### config.mk
export PLATFORM = sky130hd
export DESIGN_NAME = csr_access_gate
export DESIGN_NICKNAME = d
export VERILOG_FILES = /design/src/rtl/csr_gate_pkg.sv /design/src/rtl/csr_op_expand.sv /design/src/rtl/csr_access_check.sv /design/src/rtl/csr_write_merge.sv /design/src/rtl/csr_access_gate.sv
export SDC_FILE = /design/constraint.sdc
export NUM_CORES = 1
export LEC_CHECK = 0
export BUFFER_PORTS_ARGS = -buffer_cell sky130_fd_sc_hd__buf_2
export CORE_MARGIN = 2
export CORE_UTILIZATION = 45
export DETAILED_ROUTE_END_ITERATION = 12
export PLACE_DENSITY_LB_ADDON = 0.12
export REMOVE_ABC_BUFFERS = 1
export SLEW_MARGIN = 10
export SYNTH_ARGS = -nofsm -noshare
export SYNTH_HDL_FRONTEND = slang
export SYNTH_SLANG_ARGS = --single-unit
### constraint.sdc
create_clock -name clk -period 7.2 [get_ports clk]
set_clock_uncertainty 0.05 [all_clocks]
set_input_delay 2.16 -clock clk [delete_from_list [all_inputs] [get_ports clk]]
set_output_delay 2.16 -clock clk [all_outputs]
set_load 0.005 [all_outputs]
### src/rtl/csr_gate_pkg.sv
package csr_gate_pkg;
  typedef enum logic [1:0] {
    ACC_READ  = 2'd0,
    ACC_SWAP  = 2'd1,
    ACC_SET   = 2'd2,
    ACC_CLEAR = 2'd3
  } acc_kind_e;

  localparam logic [1:0] PRIV_USER  = 2'd0;
  localparam logic [1:0] PRIV_SUPER = 2'd1;
  localparam logic [1:0] PRIV_MACH  = 2'd3;

  localparam logic [1:0] FS_OFF   = 2'd0;

  localparam int ADDR_W    = 12;
  localparam int CNT_N     = 32;
  localparam int FLAG_W    = 5;
  localparam int RMODE_W   = 3;
  localparam int FPALL_W   = FLAG_W + RMODE_W;

  localparam logic [ADDR_W-1:0] A_FP_FLAGS = 12'h001;
  localparam logic [ADDR_W-1:0] A_FP_RMODE = 12'h002;
  localparam logic [ADDR_W-1:0] A_FP_ALL   = 12'h003;
endpackage

### src/rtl/csr_op_expand.sv
module csr_op_expand
  import csr_gate_pkg::*;
#(
  parameter int W = 32
) (
  input  logic [1:0]   kind,
  input  logic [W-1:0] operand,
  output logic [W-1:0] new_val,
  output logic [W-1:0] mask,
  output logic         mask_nz
);
  always_comb begin
    new_val = '0;
    mask    = '0;
    unique case (acc_kind_e'(kind))
      ACC_SWAP:  begin new_val = operand; mask = '1;      end
      ACC_SET:   begin new_val = '1;      mask = operand; end
      ACC_CLEAR: begin new_val = '0;      mask = operand; end
      default:   begin new_val = '0;      mask = '0;      end
    endcase
    mask_nz = |mask;
  end
endmodule

### src/rtl/csr_access_check.sv
module csr_access_check
  import csr_gate_pkg::*;
(
  input  logic [ADDR_W-1:0] addr,
  input  logic [1:0]        priv,
  input  logic              mask_nz,
  input  logic [1:0]        fs_state,
  input  logic [CNT_N-1:0]  mcounter_en,
  input  logic [CNT_N-1:0]  scounter_en,
  input  logic              hit,
  output logic              is_fp,
  output logic              fault
);
  localparam int IDX_W = $clog2(CNT_N);

  logic              priv_low, ro_bad, fp_bad, ctr_bad, is_ctr;
  logic [CNT_N-1:0]  ctr_en;
  logic [IDX_W-1:0]  ctr_idx;

  always_comb begin
    priv_low = priv < addr[9:8];
    ro_bad   = (addr[11:10] == 2'b11) && mask_nz;
    is_fp    = (addr == A_FP_FLAGS) || (addr == A_FP_RMODE) || (addr == A_FP_ALL);
    fp_bad   = is_fp && (fs_state == FS_OFF);
    is_ctr   = (addr[11:8] == 4'hC) && (addr[6:5] == 2'b00);
    ctr_idx  = addr[IDX_W-1:0];
    ctr_en   = '1;
    if (priv != PRIV_MACH)  ctr_en = ctr_en & mcounter_en;
    if (priv == PRIV_USER)  ctr_en = ctr_en & scounter_en;
    ctr_bad  = is_ctr && !ctr_en[ctr_idx];
    fault    = priv_low || ro_bad || fp_bad || ctr_bad || !hit;
  end
endmodule

### src/rtl/csr_write_merge.sv
module csr_write_merge
  import csr_gate_pkg::*;
#(
  parameter int W = 32
) (
  input  logic [ADDR_W-1:0] addr,
  input  logic [W-1:0]      old_val,
  input  logic [W-1:0]      new_val,
  input  logic [W-1:0]      mask,
  output logic [W-1:0]      merged
);
  localparam logic [W-1:0] KEEP_FLAGS = W'((1 << FLAG_W) - 1);
  localparam logic [W-1:0] KEEP_RMODE = W'((1 << RMODE_W) - 1);
  localparam logic [W-1:0] KEEP_ALL   = W'((1 << FPALL_W) - 1);

  logic [W-1:0] raw;
  always_comb begin
    raw = (old_val & ~mask) | (new_val & mask);
    unique case (addr)
      A_FP_FLAGS: merged = raw & KEEP_FLAGS;
      A_FP_RMODE: merged = raw & KEEP_RMODE;
      A_FP_ALL:   merged = raw & KEEP_ALL;
      default:    merged = raw;
    endcase
  end
endmodule

### src/rtl/csr_access_gate.sv
module csr_access_gate
  import csr_gate_pkg::*;
#(
  parameter int W = 32
) (
  input  logic                 clk,
  input  logic                 rst_n,
  input  logic                 req_valid,
  output logic                 req_ready,
  input  logic [1:0]           req_kind,
  input  logic [ADDR_W-1:0]    req_addr,
  input  logic [W-1:0]         req_operand,
  input  logic [1:0]           cur_priv,
  input  logic [1:0]           fs_state,
  input  logic [CNT_N-1:0]     mcounter_en,
  input  logic [CNT_N-1:0]     scounter_en,
  output logic [ADDR_W-1:0]    rf_raddr,
  input  logic [W-1:0]         rf_rdata,
  input  logic                 rf_hit,
  output logic                 resp_fault,
  output logic [W-1:0]         resp_rdata,
  output logic                 wr_en,
  output logic [ADDR_W-1:0]    wr_addr,
  output logic [W-1:0]         wr_data,
  output logic                 fs_set_dirty
);
  logic [W-1:0] new_val, mask, merged;
  logic         mask_nz, is_fp, illegal, do_write;

  csr_op_expand #(.W(W)) u_expand (
    .kind(req_kind), .operand(req_operand),
    .new_val(new_val), .mask(mask), .mask_nz(mask_nz)
  );

  csr_access_check u_check (
    .addr(req_addr), .priv(cur_priv), .mask_nz(mask_nz),
    .fs_state(fs_state), .mcounter_en(mcounter_en), .scounter_en(scounter_en),
    .hit(rf_hit), .is_fp(is_fp), .fault(illegal)
  );

  csr_write_merge #(.W(W)) u_merge (
    .addr(req_addr), .old_val(rf_rdata), .new_val(new_val),
    .mask(mask), .merged(merged)
  );

  assign req_ready  = 1'b1;
  assign rf_raddr   = req_addr;
  assign resp_fault = req_valid && illegal;
  assign resp_rdata = (req_valid && !illegal) ? rf_rdata : '0;
  assign do_write   = req_valid && !illegal && mask_nz;

  always_ff @(posedge clk or negedge rst_n) begin
    if (!rst_n) begin
      wr_en        <= 1'b0;
      wr_addr      <= '0;
      wr_data      <= '0;
      fs_set_dirty <= 1'b0;
    end else begin
      wr_en        <= do_write;
      fs_set_dirty <= do_write && is_fp;
      if (do_write) begin
        wr_addr <= req_addr;
        wr_data <= merged;
      end
    end
  end
endmodule

==> impl_results.md, run 1 <==
- Status: complete, no violations
- Hold Fails Final Rpt: 0
- Vias in the first global route: between 4k and 5k
- Initial antenna violation count: 1
- Skew-Pair Late Insertion Delay: 290 ps
- Total clock sinks: 46
- Ys Warns: 0
- Synth Register Bits: between 40 and 50
- Core ar.: 8760 um2
- Htree depth: 2
- Largest net degree at the start of global routing: 81
- Setup Fix Bufs, Post-CTS: 0
- First-pass GRT wire length: 24.8 mm
- Die Y: around 99 um
- CP dominant cell by count: buf_2
- Die area: around 10000 um2
- Initial Util: 46.7%
- Dominant cells by area after synthesis: dfrtp_1 28%, a21oi_1 9.9%, o21ai_0 6.4%
- Worst slew pin tran: 1120 ps
- Max clock buf depth: 2
- Final ANT Viol Nets: 0
- Post-synth cell types: between 40 and 50
- Relative slew slack: 25.6%
- Syn-to-layout area delta: 30.2%
- Commonest non-fill, non-tap cell in the layout: buf_2
- Die X: 99.4 um
- Hold crit path type: flop to flop
- Critical Path, Cell by Cell: buf_2 > or2_1 > buf_4 > o22ai_1 > o22a_1 > a311oi_1 > o31ai_4 > buf_12 > a21oi_1 > buf_2
- Placement Rows: 34
- Post-synth top area share: 28.1%
- Total track usage: 30.8%
- Worst Setup Start Kind: input pin
- DRC viols: 0
- Fill cell count: 840
- Mapped cell area: 4090 um2
- Final period utilization: a little over nine tenths
- CTS tree: yes
- Starting DRT DRC Count: between 300 and 400
- Drt wl/cell: 18.8 um
- Register area: 1150 um2
- TritonRoute pass-1 iters: 5
- Number of CTS-inserted buffers: 5
- Pre-CTS WS: between 400 and 500 ps
- Gr ovfl total: 0
- Switch share: around 36%
- Most frequent cells in the layout: 240 x buf_2, 81 x a21oi_1, 52 x o21ai_0
- Final setup violation count: 0
- CP top delay family: compound AO/OA/AOI/OAI gates
- Instance count on the critical path: 10
- R2R depth: 1
- Hpwl dp: 11.2 mm
- RSZ-0062 raised after global routing: false
- Placed instance count: 837
- Detailed-route vias per instance: 6.11
- Logic pwr share: about two fifths
- Type of the worst setup path: input pin to output port
- Largest area contributor in the netlist: dfrtp_1
- Max VDD drop: 0.0000806 V
- Slew Limit Fails: 0
- Gpl congestion: a little over 0.9
- Clock period minus worst slack: 6770 ps
- I/O pins: 242
- Clock Root Buffer: clkbuf_8
- Reg power frac: 41.3%
- Non-Filler Instances: about 850
- Syn Inst Count: 541
- IO buf count: 240
- Mean Syn Cell Area: 7.57 um2
- Worst hold path depth: 1
- Hold_buf cts: 0
- Worst Path Max Fanout: 23
- Clock power share: 19.8%
- Slowest CP cell: o31ai_4
- P_leak: 2.62 nW
- Sw Pwr: around 0.00031 W
- Sequential area share after synthesis: 28.1%
- Max Cap Viol: 0
- Worst path arrival time: 4560 ps
- Clock Pin Slew Worst Setup and Hold Paths: around 90 ps
- Crit. End Element: output port
- Cell Pwr Density: 161 nW/um2
- Multi-input logic area: 2610 um2
- Fmax: 148 MHz
- Setup ws final: between 400 and 500 ps
- Layout cells sized above 1: a little over a third
- Delay of the slowest critical-path stage: 600 ps
- Total wire length: 15.9 mm
- DR vias: 5167
- Int Pwr: roughly 0.00055 W
- CP required: 4990 ps
- WP buf/inv: 4
- Nets: 889
- Gates resized, CTS repair: 0
-- synth_stat cells --
library cell	instances
a22oi_1	26
a211o_1	1
o311a_1	1
o41ai_1	1
o31a_1	1
clkbuf_1	36
and2_1	1
inv_1	11
o21a_1	1
nand3b_1	1
nor2_1	7
nand2_1	32
o221ai_1	17
nor2b_1	28
and4b_1	1
a211oi_1	30
nor2_4	1
nor3_1	13
a31o_2	1
conb_1	1
ha_1	3
o211a_1	1
o211ai_1	1
a21oi_1	81
a311oi_1	2
buf_6	1
a2111oi_4	1
or2_1	1
buf_4	14
o31ai_1	5
a31oi_1	1
nand4_1	3
o21ai_0	52
or4_1	1
nand2b_1	5
nor4_1	9
mux2_1	10
o22ai_1	15
nand3_1	36
o22a_1	3
a21o_1	25
or2_2	1
dfrtp_1	46
buf_2	13
-- state kept, by name, indices dropped and copies added (netlist names) --
| name | cells |
|---|---|
| wr_data | 32 |
| wr_en | 1 |
| fs_set_dirty | 1 |
| wr_addr | 12 |
-- cell families after synthesis --
family                     after synthesis  share of synthesized area (%)
muxes                                   10                           2.75
and+or+nand+nor                        140                           17.8
other                                    1                         0.0916
adders and majority gates                3                          0.917
DFF                                     46                           28.1
buffers and inverters                   75                           8.74
AOI/OAI and AO/OA                      266                           41.6
-- per-layer routing --
metal  vias up  part of all wire, %  track usage [%]
met1      2403                   39             37.9
met4         0                  2.8             12.0
li1       2444                    -                -
met2       287                   50             54.0
met3        33                  8.1             4.92
met5         -                    0                0
-- final timing paths --
kind / slack (ps) / to / startpoint
max: 430 / resp_rdata[24] / cur_priv[0]
min: 430 / wr_data[6] / wr_data[6]
max reg2reg: 6340 / wr_addr[8] / wr_addr[8]
min reg2reg: 430 / wr_data[6] / wr_data[6]
max in group asynchronous: 4740 / wr_data[5] / rst_n
min in group asynchronous: 1910 / wr_addr[10] / rst_n
-- area by class of cell --
cell class / instances / area share, %
diodes: 1 / 0.0469
clock buffers: 5 / 1.29
clock inverters: 3 / 0.399
multi-input cells: 420 / 48.9
repair buffers: 252 / 24.5
well taps: 108 / 2.54
inverters: 11 / 0.775
flip-flops and latches: 46 / 21.6
-- stage by stage --
step                      setup TNS [ps]  total power (W)  area, um2  utilization [%]  hold WS, ps
final                                  0         0.000861       5330             60.8          427
after global routing                   0         0.000914       5330             60.8          448
after CTS                              0         0.000862       5330             60.8          432
after detailed placement               0         0.000694       5240             59.8          411
after global placement                 0         0.000686       5240             59.8          406
after floorplan                   -26850         0.000504       3780                -          423
-- power groups by stage --
stage	sequential, W	clock [W]	combinational [W]
finish	0.000355	0.000170	0.000335
global route	0.000363	0.000182	0.000370
CTS	0.000355	0.000172	0.000335
detailed placement	0.000360	0	0.000334
global placement	0.000359	0	0.000328
floorplan	0.000365	0	0.000139
No activity file was read; power rests on OpenSTA's default activity.
==> inputs of run 2 (changes only) <==
--- a/config.mk
+++ b/config.mk
@@ -14,4 +14,5 @@
 export SLEW_MARGIN = 10
 export SYNTH_ARGS = -nofsm -noshare
 export SYNTH_HDL_FRONTEND = slang
+export SYNTH_HIERARCHICAL = 1
 export SYNTH_SLANG_ARGS = --single-unit
==> impl_results.md, run 2 <==
- Status: complete, no violations
- Reg-to-reg critical path startpoint: wr_data[24]
- Top post-synthesis cells by count: 67 x nand2_1, 46 x dfrtp_1, 39 x mux2_4, 36 x a21oi_1, 36 x nor2_1
- Setup ws final: 297 ps (-128 ps)
- Largest net degree at the start of global routing: 47 (-42%)
- Worst slew pin tran: 1210 ps (+91.8 ps)
- Commonest non-fill, non-tap cell in the layout: buf_2
- Dominant cells by area after synthesis: dfrtp_1 26%, mux2_4 13%, mux2i_1 6.5%
- Htree depth: 2 (unchanged)
- CTS tree: yes
- Cell Pwr Density: 170 nW/um2 (+5.3%)
- Clock Root Buffer: clkbuf_8
- Hpwl dp: 10.3 mm (-8.0%)
- Die X: 104 um (+4.2%)
- Placed Instance Area: 5490 um2 (+4.8%)
- Total clock sinks: 46 (unchanged)
- Post-synth top area share: 25.8% (-2.3 points)
- Layout cells sized above 1: 48.2% (+12 points)
- Drt wl/cell: 17.7 um (-5.8%)
- Starting DRT DRC Count: 243 (-30%)
- Delay of the slowest critical-path stage: 550 ps (-50 ps)
- Vias in the first global route: 4523 (-8.7%)
- Antenna cells: 0 (-1)
- Slew Limit Fails: 0 (unchanged)
- Gr ovfl total: 0 (unchanged)
- Max VDD drop: 0.0000919 V (+14%)
- DR vias: 4592 (-11%)
- Min-delay src: wr_data[31]
- Ys async rst share: 100% (unchanged)
- Max clock buf depth: 2 (unchanged)
- Type of the worst setup path: input pin to output port
- Hold Path End: wr_data[31]
- Die area: 10700 um2 (+8.5%)
- Ys Warns: 6 (+6)
- Cell with the most instances after synthesis: nand2_1
- Gpl congestion: 0.879 (-4.3%)
- Top flop regs: wr_data x32, wr_addr x12
- Slowest CP cell: and2_1
- WP buf/inv: 3 (-1)
- Pre-CTS WS: 352 ps (-122 ps)
- Gates resized, CTS repair: 0 (unchanged)
- Most frequent cells in the layout: 240 x buf_2, 67 x nand2_1, 46 x dfrtp_1
- Max Cap Viol: 0 (unchanged)
- Fmax: 145 MHz (-1.9%)
- Cell area after layout: 5570 um2 (+4.4%)
- Setup Fix Bufs, Post-CTS: 0 (unchanged)
- Skew-Pair Late Insertion Delay: 290 ps (about the same)
- Hold_buf cts: 0 (unchanged)
- Worst Path Max Fanout: 33 (+43%)
- Final setup violation count: 0 (unchanged)
- Worst path arrival time: 4690 ps (+130 ps)
- Largest area contributor in the netlist: dfrtp_1
- Nets: 834 (-6.2%)
- Post-synth cell types: 61 (+39%)
- Hold Fails Final Rpt: 0 (unchanged)
- Mean Syn Cell Area: 9.26 um2 (+22%)
- Relative slew slack: 19.4% (-6.1 points)
- Syn Inst Count: 481 (-11%)
- Total negative slack: 0 ps (unchanged)
- Mapped cell area: 4460 um2 (+8.9%)
- Number of CTS-inserted buffers: 5 (unchanged)
- Final ANT Viol Nets: 0 (unchanged)
- Setup slack, reg-to-reg: 6360 ps (+20 ps)
- Max FFs per register: 32 (unchanged)
- Synth Register Bits: 46 (unchanged)
- Detailed-route vias per instance: 5.64 (-7.6%)
- Syn-to-layout area delta: 24.9%
- I/O pins: 242 (unchanged)
- Clock period minus worst slack: 6900 ps (+128 ps)
- R2R depth: 1 (unchanged)
- Hold crit path type: flop to flop
- Initial Util: 46.0% (-0.69 points)
- IO buf count: 240 (unchanged)
- TritonRoute pass-1 iters: 5 (unchanged)
- Reg with most FFs: wr_data
- Worst hold path depth: 1 (unchanged)
- First-pass GRT wire length: 22.9 mm (-7.7%)
- Worst R2R End: wr_data[24]
- Total track usage: 25.8% (-4.9 points)
- Core ar.: 9680 um2 (+11%)
- P_leak: 2.96 nW (+13%)
- Final period utilization: 95.9% (+1.8 points)
- Total wire length: 14.4 mm (-9.4%)
- Prevailing post-synth register cell: dfrtp_1
- Crit. End Element: output port
- RSZ-0062 raised after global routing: false
- Initial antenna violation count: 0 (-1)
- Post-synth EDFFs: 0 (unchanged)
- Critical Path, Cell by Cell: buf_2 > and2_1 > o221ai_1 > and4b_2 > o41ai_1 > o2111ai_1 > and2b_2 > buf_12 > and2_1 > buf_2
- CP top delay family: simple AND/OR/NAND/NOR gates
- DRC viols: 0 (unchanged)
- Die Y: 104 um (+4.2%)
- Clock Pin Slew Worst Setup and Hold Paths: 90 ps (about the same)
- Sequential area share after synthesis: 25.8% (-2.3 points)
- Placement Rows: 36 (+5.9%)
- CP required: 4990 ps (about the same)
- Worst Setup Start Kind: input pin
-- run 2: changes by cell type in the layout (fill, tap and decap cells not counted), moves of 23 or more --
| cell | delta |
|---|---|
| o21ai_0 | -51 |
| a21oi_1 | -45 |
| mux2_4 | +39 |
| nand2_1 | +35 |
| nand3_1 | -34 |
| and2_1 | +33 |
| nor2_1 | +30 |
| a211oi_1 | -29 |
| mux2i_1 | +29 |
| a22oi_1 | -26 |
| nor2b_1 | -26 |
| a21o_1 | -23 |
-- run 2: how the worst max path moves through the flow --
stage	start	endpoint	depth (start not counted)
after floorplan	req_addr[6]	resp_rdata[0]	6
after global placement	cur_priv[0]	resp_rdata[31]	10
after detailed placement	cur_priv[1]	resp_rdata[18]	10
after CTS	cur_priv[1]	resp_rdata[18]	10
after global routing	cur_priv[1]	resp_rdata[26]	10
final	cur_priv[1]	resp_rdata[18]	10
-- run 2: per-stage QoR --
step,util (%),total power (W),std cells,hold slack [ps]
after floorplan,-,0.000595,422,455
after global placement,56.7,0.000785,807,438
after detailed placement,56.7,0.000795,807,437
after CTS,57.5,0.000953,814,458
after global routing,57.5,0.00100,814,478
final,57.5,0.000947,814,458
-- run 2: layout make-up --
type	instances	area, um2
fillers	942	4120
repair buffers	252	1300
multi-input cells	369	2840
well taps	133	166
inverters	7	26.3
flip-flops and latches	46	1150
clock buffers	7	76.3
-- run 2: power by group --
part           internal, W  total (W)  switching [W]
registers         0.000334   0.000378      0.0000445
logic             0.000233   0.000415       0.000182
clock network    0.0000672   0.000154      0.0000868
total             0.000633   0.000947       0.000313
-- run 2: kinds of logic after synthesis --
kind of cell,after synthesis,synth area share [%]
AO/OA/AOI/OAI,107,19.5
XOR/XNOR,1,0.197
adder cells (fa/ha/maj),3,0.843
buffers and inverters,66,10.6
flip-flops,46,25.8
multiplexers,76,21.7
other,1,0.0842
AND/OR/NAND/NOR,181,21.3
-- run 2: layer usage --
layer  wire, um  global-route usage, %  up-vias
li1           -                      -     2158
met1       6400                   34.9     2203
met2       6900                   43.2      217
met3        955                   4.59       14
met4        146                   5.98        0
met5          0                      0        -
